<file path="src/rtl/spirx_pkg.sv">
package spirx_pkg;

  typedef struct packed {
    logic sample;   // capture mosi bit into the receive shifter
    logic loadTx;   // load transmit shifter from txWord
    logic shiftTx;  // advance transmit shifter by one bit
    logic push;     // write completed word into FIFO
    logic pop;      // pop oldest word to rdData
    logic clear;    // synchronous clear of all state
  } strobe_t;

endpackage

</file>
<file path="src/rtl/spirx_ctrl.sv">
module spirx_ctrl
  import spirx_pkg::*;
#(
  parameter int WIDTH = 8
) (
  input  logic    clk,
  input  logic    rstN,
  input  logic    swReset,
  input  logic    ifReset,
  input  logic    stopMode,
  input  logic    sckIn,
  input  logic    csN,
  input  logic    mosi,
  input  logic    statusRd,
  input  logic    dataRd,
  input  logic    fifoFull,
  input  logic    fifoEmpty,
  output strobe_t stb,
  output logic    mosiBit,
  output logic    csActive,
  output logic    overrun,
  output logic    busy,
  output logic    rxIrq,
  output logic    irqVecOvr
);

  localparam int CNT_W = (WIDTH > 2) ? $clog2(WIDTH) : 1;
  localparam logic [CNT_W-1:0] BIT_LAST = CNT_W'(WIDTH - 1);

  logic       clr;
  logic [1:0] sckPipe;
  logic [1:0] csPipe;
  logic [1:0] mosiPipe;
  logic       sckPrev;
  logic       csPrevAct;
  logic [CNT_W-1:0] bitCnt;
  logic       sckRise;
  logic       sckFall;
  logic       csStart;
  logic       wordDone;
  logic       clrArmed;

  assign clr = swReset | ifReset | stopMode;

  // two-stage synchronizers plus one edge-detect stage
  always_ff @(posedge clk or negedge rstN) begin
    if (!rstN) begin
      sckPipe   <= 2'b00;
      csPipe    <= 2'b11;
      mosiPipe  <= 2'b00;
      sckPrev   <= 1'b0;
      csPrevAct <= 1'b0;
    end else if (clr) begin
      sckPipe   <= 2'b00;
      csPipe    <= 2'b11;
      mosiPipe  <= 2'b00;
      sckPrev   <= 1'b0;
      csPrevAct <= 1'b0;
    end else begin
      sckPipe   <= {sckPipe[0], sckIn};
      csPipe    <= {csPipe[0], csN};
      mosiPipe  <= {mosiPipe[0], mosi};
      sckPrev   <= sckPipe[1];
      csPrevAct <= csActive;
    end
  end

  assign csActive = ~csPipe[1];
  assign mosiBit  = mosiPipe[1];
  assign sckRise  = csActive & sckPipe[1] & ~sckPrev;
  assign sckFall  = csActive & ~sckPipe[1] & sckPrev;
  assign csStart  = csActive & ~csPrevAct;
  assign wordDone = sckRise && (bitCnt == BIT_LAST);

  always_ff @(posedge clk or negedge rstN) begin
    if (!rstN) begin
      bitCnt <= '0;
    end else if (clr || !csActive) begin
      bitCnt <= '0;
    end else if (sckRise) begin
      bitCnt <= wordDone ? '0 : bitCnt + 1'b1;
    end
  end

  always_comb begin
    stb         = '0;
    stb.clear   = clr;
    stb.sample  = sckRise & ~clr;
    stb.loadTx  = (csStart | wordDone) & ~clr;
    stb.shiftTx = sckFall & (bitCnt != '0) & ~clr;
    stb.push    = wordDone & ~fifoFull & ~clr;
    stb.pop     = dataRd & ~fifoEmpty & ~clr;
  end

  // overrun flag and two-step clear sequence
  always_ff @(posedge clk or negedge rstN) begin
    if (!rstN) begin
      overrun  <= 1'b0;
      clrArmed <= 1'b0;
    end else if (clr) begin
      overrun  <= 1'b0;
      clrArmed <= 1'b0;
    end else begin
      if (dataRd && clrArmed) begin
        overrun  <= 1'b0;
        clrArmed <= 1'b0;
      end else if (statusRd && overrun) begin
        clrArmed <= 1'b1;
      end
      if (wordDone && fifoFull) begin
        overrun <= 1'b1;
      end
    end
  end

  assign busy      = csActive;
  assign rxIrq     = ~fifoEmpty | overrun;
  assign irqVecOvr = overrun;

  AST_OVR_ON_FULL: assert property (@(posedge clk) disable iff (!rstN)
    (wordDone && fifoFull && !clr) |=> overrun);

  AST_OVR_ROSE_FULL: assert property (@(posedge clk) disable iff (!rstN)
    $rose(overrun) |-> $past(fifoFull));

  AST_OVR_FALL_CAUSE: assert property (@(posedge clk) disable iff (!rstN)
    $fell(overrun) |-> ($past(dataRd) || $past(clr)));

endmodule

</file>
<file path="src/rtl/spirx_datapath.sv">
module spirx_datapath
  import spirx_pkg::*;
#(
  parameter int WIDTH = 8,
  parameter int DEPTH = 10
) (
  input  logic             clk,
  input  logic             rstN,
  input  strobe_t          stb,
  input  logic             mosiBit,
  input  logic             csActive,
  input  logic [WIDTH-1:0] txWord,
  output logic             miso,
  output logic [WIDTH-1:0] rdData,
  output logic             fifoFull,
  output logic             fifoEmpty
);

  localparam int PTR_W = (DEPTH > 2) ? $clog2(DEPTH) : 1;
  localparam int CNT_W = $clog2(DEPTH + 1);
  localparam logic [PTR_W-1:0] PTR_LAST = PTR_W'(DEPTH - 1);
  localparam logic [CNT_W-1:0] CNT_FULL = CNT_W'(DEPTH);

  logic [WIDTH-1:0] rxShift;
  logic [WIDTH-1:0] txShift;
  logic [WIDTH-1:0] rxWord;
  logic [WIDTH-1:0] mem [DEPTH];
  logic [PTR_W-1:0] wrPtr;
  logic [PTR_W-1:0] rdPtr;
  logic [CNT_W-1:0] count;

  assign rxWord = {rxShift[WIDTH-2:0], mosiBit};

  always_ff @(posedge clk or negedge rstN) begin
    if (!rstN) begin
      rxShift <= '0;
      txShift <= '0;
    end else if (stb.clear) begin
      rxShift <= '0;
      txShift <= '0;
    end else begin
      if (stb.sample) rxShift <= rxWord;
      if (stb.loadTx) txShift <= txWord;
      else if (stb.shiftTx) txShift <= {txShift[WIDTH-2:0], 1'b0};
    end
  end

  assign miso = csActive & txShift[WIDTH-1];

  always_ff @(posedge clk) begin
    if (stb.push) mem[wrPtr] <= rxWord;
  end

  always_ff @(posedge clk or negedge rstN) begin
    if (!rstN) begin
      wrPtr  <= '0;
      rdPtr  <= '0;
      count  <= '0;
      rdData <= '0;
    end else if (stb.clear) begin
      wrPtr  <= '0;
      rdPtr  <= '0;
      count  <= '0;
      rdData <= '0;
    end else begin
      if (stb.push) wrPtr <= (wrPtr == PTR_LAST) ? '0 : wrPtr + 1'b1;
      if (stb.pop) begin
        rdData <= mem[rdPtr];
        rdPtr  <= (rdPtr == PTR_LAST) ? '0 : rdPtr + 1'b1;
      end
      case ({stb.push, stb.pop})
        2'b10:   count <= count + 1'b1;
        2'b01:   count <= count - 1'b1;
        default: count <= count;
      endcase
    end
  end

  assign fifoFull  = (count == CNT_FULL);
  assign fifoEmpty = (count == '0);

  AST_PUSH_NOT_FULL: assert property (@(posedge clk) disable iff (!rstN)
    stb.push |-> !fifoFull);

  AST_COUNT_BOUND: assert property (@(posedge clk) disable iff (!rstN)
    count <= CNT_FULL);

  AST_POP_NOT_EMPTY: assert property (@(posedge clk) disable iff (!rstN)
    stb.pop |-> !fifoEmpty);

endmodule

</file>
<file path="src/rtl/spi_slave_rx.sv">
module spi_slave_rx
  import spirx_pkg::*;
#(
  parameter int WIDTH = 8,
  parameter int DEPTH = 10
) (
  input  logic             clk,
  input  logic             rstN,
  input  logic             swReset,
  input  logic             ifReset,
  input  logic             stopMode,
  input  logic             sckIn,
  input  logic             csN,
  input  logic             mosi,
  output logic             miso,
  input  logic [WIDTH-1:0] txWord,
  input  logic             statusRd,
  input  logic             dataRd,
  output logic [WIDTH-1:0] rdData,
  output logic             fifoFull,
  output logic             overrun,
  output logic             busy,
  output logic             rxIrq,
  output logic             irqVecOvr
);

  strobe_t stb;
  logic    mosiBit;
  logic    csActive;
  logic    fifoEmpty;

  spirx_ctrl #(.WIDTH(WIDTH)) uCtrl (
    .clk       (clk),
    .rstN      (rstN),
    .swReset   (swReset),
    .ifReset   (ifReset),
    .stopMode  (stopMode),
    .sckIn     (sckIn),
    .csN       (csN),
    .mosi      (mosi),
    .statusRd  (statusRd),
    .dataRd    (dataRd),
    .fifoFull  (fifoFull),
    .fifoEmpty (fifoEmpty),
    .stb       (stb),
    .mosiBit   (mosiBit),
    .csActive  (csActive),
    .overrun   (overrun),
    .busy      (busy),
    .rxIrq     (rxIrq),
    .irqVecOvr (irqVecOvr)
  );

  spirx_datapath #(.WIDTH(WIDTH), .DEPTH(DEPTH)) uData (
    .clk       (clk),
    .rstN      (rstN),
    .stb       (stb),
    .mosiBit   (mosiBit),
    .csActive  (csActive),
    .txWord    (txWord),
    .miso      (miso),
    .rdData    (rdData),
    .fifoFull  (fifoFull),
    .fifoEmpty (fifoEmpty)
  );

endmodule

</file>
<file path="config.mk">
export PLATFORM = sky130hd
export DESIGN_NAME = spi_slave_rx
export DESIGN_NICKNAME = d
export VERILOG_FILES = /design/src/rtl/spirx_pkg.sv /design/src/rtl/spirx_ctrl.sv /design/src/rtl/spirx_datapath.sv /design/src/rtl/spi_slave_rx.sv
export SDC_FILE = /design/constraint.sdc
export NUM_CORES = 1
export LEC_CHECK = 0
export ABC_CLOCK_PERIOD_IN_PS = 4500
export BUFFER_PORTS_ARGS = -buffer_cell sky130_fd_sc_hd__buf_2
export CORE_ASPECT_RATIO = 0.5
export CORE_UTILIZATION = 35
export CTS_CLUSTER_DIAMETER = 120
export DETAILED_ROUTE_END_ITERATION = 6
export MAX_ROUTING_LAYER = met4
export RECOVER_POWER = 25
export SLEW_MARGIN = 20
export SYNTH_ARGS = -nofsm -noshare
export SYNTH_HDL_FRONTEND = slang
export SYNTH_SLANG_ARGS = --single-unit
</file>
<file path="constraint.sdc">
create_clock -name clk -period 4.5 [get_ports clk]
set_clock_uncertainty 0.15 [all_clocks]
set_input_delay 0.225 -clock clk [delete_from_list [all_inputs] [get_ports clk]]
set_output_delay 0.225 -clock clk [all_outputs]
set_load 0.01 [all_outputs]
</file>
======== Word level (Yosys, flattened, before mapping) ========
Memories as Yosys holds them, arrays and structs flattened.
Cells that the tools add are included.
word-level totals
  register bits ........................... 48
  latch bits .............................. 0
  memory bits (writable) .................. 80
  memory bits (read-only) ................. 0
  bits of input ports ..................... 18
  logic and storage cells ................. 97
  memories kept ........................... 1
memories
  memory     words  width  read ports  clocked after memory_dff  write ports  line                  RTL
  uData.mem  10     8      1           0                         1            spirx_datapath.sv:27  logic [WIDTH-1:0] mem [DEPTH];
cells by class
  $add $sub $neg .......................... 5
  $mul .................................... 0
  divide/modulo/power cells ............... 0
  order comparisons ....................... 0
  eq/ne operators ......................... 6
  shifts and indexed selects .............. 0
  muxes and demuxes ....................... 31
  bitwise logic cells ..................... 25
  reduce and logical (&&, ||, !) cells .... 15
operator list
  kind                                                  number
  two-way mux 8 bit                                     5
  two-way mux 4 bit                                     7
  nonzero test 3 bit                                    5
  AND 1 bit                                             14
  two-way mux 7 bit                                     2
  adder 4 x 1 -> 4 bit (second input constant)          3
  equality test 4 bit (second input constant)           3
  two-way mux 1 bit                                     10
  two-way mux 3 bit                                     3
  case mux 4 bit (2 select lines)                       1
  nonzero test 2 bit                                    4
  inverter 1 bit                                        7
  two-way mux 2 bit                                     3
  logical AND 1 bit                                     4
  zero test 4 bit                                       1
  bitwise OR 1 bit                                      4
  subtractor 4 x 1 -> 4 bit (second input constant)     1
  adder 3 x 1 -> 3 bit (second input constant)          1
  equality test 3 bit (second input constant)           1
  equality test 2 x 1 -> 1 bit (second input constant)  1
  equality test 2 bit (second input constant)           1
  logical OR 1 bit                                      1

======== Depth between registers and ports, before layout ========
  depth after elaboration ................. 9
  depth in mapped cells ................... 11
  depth with buffers taken out ............ 10

======== Modules after synthesis ========
A second synthesis with hierarchy kept.
second synthesis, totals
  cell total of the unflattened synthesis .. 382
  area, all modules ....................... 5610.4 um^2
modules (own cells, without submodules)
  module          instances  cells each  area an instance (um^2)  sequential area each (um^2)
  spirx_datapath  1          325         4956.0                   3278.1
  spirx_ctrl      1          57          654.4                    327.8

======== Worst setup path before layout ========
Ideal clock, no wire load.
  kind .................................... reg-to-reg
  from .................................... register uCtrl.bitCnt[0]
  to ...................................... memory uData.mem[8][0], enable pin
  library setup time ...................... 0.383 ns
  data arrival time ....................... 2.143 ns
  required time ........................... 3.967 ns
  path slack .............................. 1.824 ns
  cell stages (with the launch flop) ...... 8
  clock period less this slack ............ 2.676 ns
  path through ............................ dfrtp_1 -> ha_1 -> ha_1 -> and4bb_1 -> buf_2 -> nand2_1 -> or3_1 -> nor3_1
between the ends
  cells in the longest elaborated chain, start to end .. 6
RTL lines
  what                                     line                  RTL
  start: declaration                       spirx_ctrl.sv:36      logic [CNT_W-1:0] bitCnt;
  start signal: assignment                 spirx_ctrl.sv:81      bitCnt <= wordDone ? '0 : bitCnt + 1'b1;
  equality test 3 bit                      spirx_ctrl.sv:73      assign wordDone = sckRise && (bitCnt == BIT_LAST);
  logical AND 1 bit                        spirx_ctrl.sv:73
  AND 1 bit (2 in series)                  spirx_ctrl.sv:91      stb.push = wordDone & ~fifoFull & ~clr;
  two-way mux 1 bit                        spirx_datapath.sv:51  if (stb.push) mem[wrPtr] <= rxWord;
  two-way mux 1 bit (not written as such)  spirx_datapath.sv:51
  end: declaration                         spirx_datapath.sv:27
No other way between the ends.

======== Worst setup path in the final report ========
  from .................................... register uCtrl.bitCnt[0]
  to ...................................... memory uData.mem[0][0], enable pin
Same word-level chain as after synthesis.

==> metrics.txt <==
status finished, final reports clean; hold crit path type in2reg; crit path DAT 3.01 ns; # rows 32; FILL cells 1,377; Pleak 0.002325 µW; Buf/Inv on CP 0; Pwr Density 402.4 nW/µm²; final WL 10,570 µm; Worst EP required between 4 and 5 ns; Max Slew Vio Count 0; highest-count cells in the layout ignoring fill and taps edfxtp_1 (80), dfrtp_1 (45), a21oi_1 (32); RePlAce Congestion around 0.8; Setup violations, final 0; placed cell count 601; cts hold-fix bufs 12; R2R Setup Slk roughly 1.4 ns; CTS root buffer clkbuf_16; CP Cell Sequence ha_1, ha_1, nand4bb_1, nor2_2, nand3_1, nor3_1; Final Power 2651 µW; DRC 0; RSZ-0062 raised after global routing no; highest clock rate about 320 MHz; Worst Max-Slew Pin Slew between 1 and 1.5 ns; post_cts resized 0; VDD IR max about 310 µV; CTS Buf Count 17; critical path launch point type register; vias in the first global route 3,137; Overflow after GRT 0; setup tns final 0 ns; total die area 16,350 µm²; cell mode on critical path ha_1; part of the Yosys area used for sequential elements 65.16%; slowest cell delay on critical path 0.84 ns; antenna violations before repair 0; Die H 90.92 µm; #FFs+latches synth 128; largest net degree at the start of global routing 49; ys async rst share 37.50%; TritonCTS clock tree built; DR pass1 iterations 4; post-DP HPWL 6958 µm; antenna-violating nets left 0; Cell variety after synth a little under 60; Ys Warns 0; Top Ports 32; Slowest-stage cell, CP nor3_1; relative slew slack between 20% and 30%; global-route wire length before repair between 15,000 and 20,000 µm; Clock Path Buffers 2; Max FO, Critical Path 9; Initial Util 35.90%; Final Instance Area 6588 µm²; Reg clk slew, reported paths 0.05 ns; Post-synth EDFFs 80; post-synthesis cell count 385; instance area after placement roughly 6000 µm²; minimum clock period 3.137 ns; I/O Buffers 31; routed via count 3,197; Core Area 15,410 µm²; Area growth, synth to finish 19.04%; WL per Instance 16.39 µm; top_reg_cell synth edfxtp_1; CP Capture Type register; Die Width 179.8 µm; commonest non-fill, non-tap cell in the layout edfxtp_1; CTS Sinks 128; Mapped Area 5534 µm²; setup bufs post-CTS 0; Starting DRT DRC Count approximately 230; Ant. Diodes 0; Crit Path Category reg2reg; Via density 4.957; CP delay by family, top simple AND/OR/NAND/NOR gates; Nets approximately 450; worst skew pair latency between 0.4 and 0.5 ns; final-report hold violation count 0; Total GRT Usage 14.65%; H-tree Lvls 4; Post-Syn Nets 410; MaxCap Viol Count 0; final worst-path cycle share 69.71%; Non-Filler Instances 645; layout cell share with drive strength beyond 1 23.36%; Syn Area/Cell roughly 14 µm²
report_power, final:
| group | switching, µW | leakage, µW | internal, µW |
|---|---|---|---|
| clock | 462 | 0.000289 | 911 |
| sequential | 0.565 | 0.00134 | 1240 |
| combinational | 20.6 | 0.000693 | 15.2 |
cell type report:
| class | count | area, µm² | share of cell area (%) |
|---|---|---|---|
| Clock buffer | 25 | 485.5 | 7.369 |
| Inverter | 8 | 30.03 | 0.4558 |
| Clock inverter | 7 | 111.4 | 1.690 |
| Timing Repair Buffer | 47 | 305.3 | 4.634 |
| Sequential cell | 128 | 3607 | 54.76 |
| Multi-Input combinational cell | 226 | 1793 | 27.22 |
| Tap cell | 204 | 255.2 | 3.875 |
stage by stage:
step | worst slack [ns] | hold slack, ns | utilization [%]
final | 1.363 | 0.01174 | 42.74
after global routing | 1.087 | 0.01707 | 42.74
after CTS | 1.339 | 0.002749 | 42.66
after global placement | 1.485 | 0.2123 | 38.01
after floorplan | 1.824 | -0.2206 | -
after detailed placement | 1.274 | 0.2203 | 38.01
sequential cells by signal (all words and copies together) (netlist names):
signal,flops
uData.rdData,8
uCtrl.csPipe,2
uCtrl.sckPrev,1
uData.mem,80
uCtrl.irqVecOvr,1
uCtrl.mosiPipe,2
uData.txShift,8
uData.count,4
uCtrl.clrArmed,1
uCtrl.sckPipe,2
uData.wrPtr,4
uCtrl.csPrevAct,1
uCtrl.bitCnt,3
uData.rdPtr,4
uData.rxShift,7
synth_stat cells, drive strengths merged (4+ instances only):
cell type / instances / share of area [%]
ha: 7 / 1.6
buf: 14 / 1.5
and2: 6 / 0.68
o2bb2ai: 7 / 1.1
clkbuf: 9 / 0.61
nand2: 31 / 2.1
inv: 8 / 0.54
edfxtp: 80 / 43
a21oi: 32 / 2.9
mux2: 9 / 1.8
nand3: 5 / 0.54
nor2: 18 / 1.3
mux2i: 16 / 2.9
dfrtp: 46 / 21
o2111ai: 4 / 0.63
o21ai: 14 / 1.5
mux4: 16 / 6.5
nand2b: 8 / 0.90
nor3: 16 / 1.8
logic make-up after synthesis:
kind of cell / count (synthesis) / share of synthesized area (%)
flip-flops: 128 / 65.16
AND/OR/NAND/NOR: 101 / 9.881
AO/OA/AOI/OAI: 74 / 9.044
multiplexers: 41 / 11.24
buffers and inverters: 31 / 2.623
adder cells (fa/ha/maj): 7 / 1.583
XOR/XNOR: 3 / 0.4749
worst register-to-register path: cells and delay by family (launching register included):
kind,cells,cell delay [ns]
AND/OR/NAND/NOR,4,1.81
adder cells (fa/ha/maj),2,0.41
flip-flops,1,0.39
routing by layer:
metal | wire length, µm | track usage [%] | share of wire (%) | vias up
met5 | 0 | - | 0 | -
met4 | 90 | 4.741 | 0.85 | 0
li1 | - | - | - | 1561
met2 | 4929 | 21.63 | 47 | 65
met1 | 5046 | 18.95 | 48 | 1567
met3 | 502 | 4.960 | 4.7 | 4
final timing paths:
path | start | endpoint | cells past startpoint
hold reg to reg | uCtrl.sckPipe[0]$_DFF_PN0_ | uCtrl.sckPipe[1]$_DFF_PN0_ | 1
hold / removal | statusRd | uCtrl.clrArmed$_DFFE_PN0P_ | 4
min in group asynchronous | rstN | uData.rdData[0]$_DFFE_PN0P_ | 3
setup reg to reg | uCtrl.bitCnt[0]$_DFFE_PN0P_ | uData.mem[0][0]$_DFFE_PP_ | 6
max in group asynchronous | rstN | uData.rdPtr[0]$_DFFE_PN0P_ | 3
setup / recovery | uCtrl.bitCnt[0]$_DFFE_PN0P_ | uData.mem[0][0]$_DFFE_PP_ | 6
No activity file was read; power rests on OpenSTA's default activity.
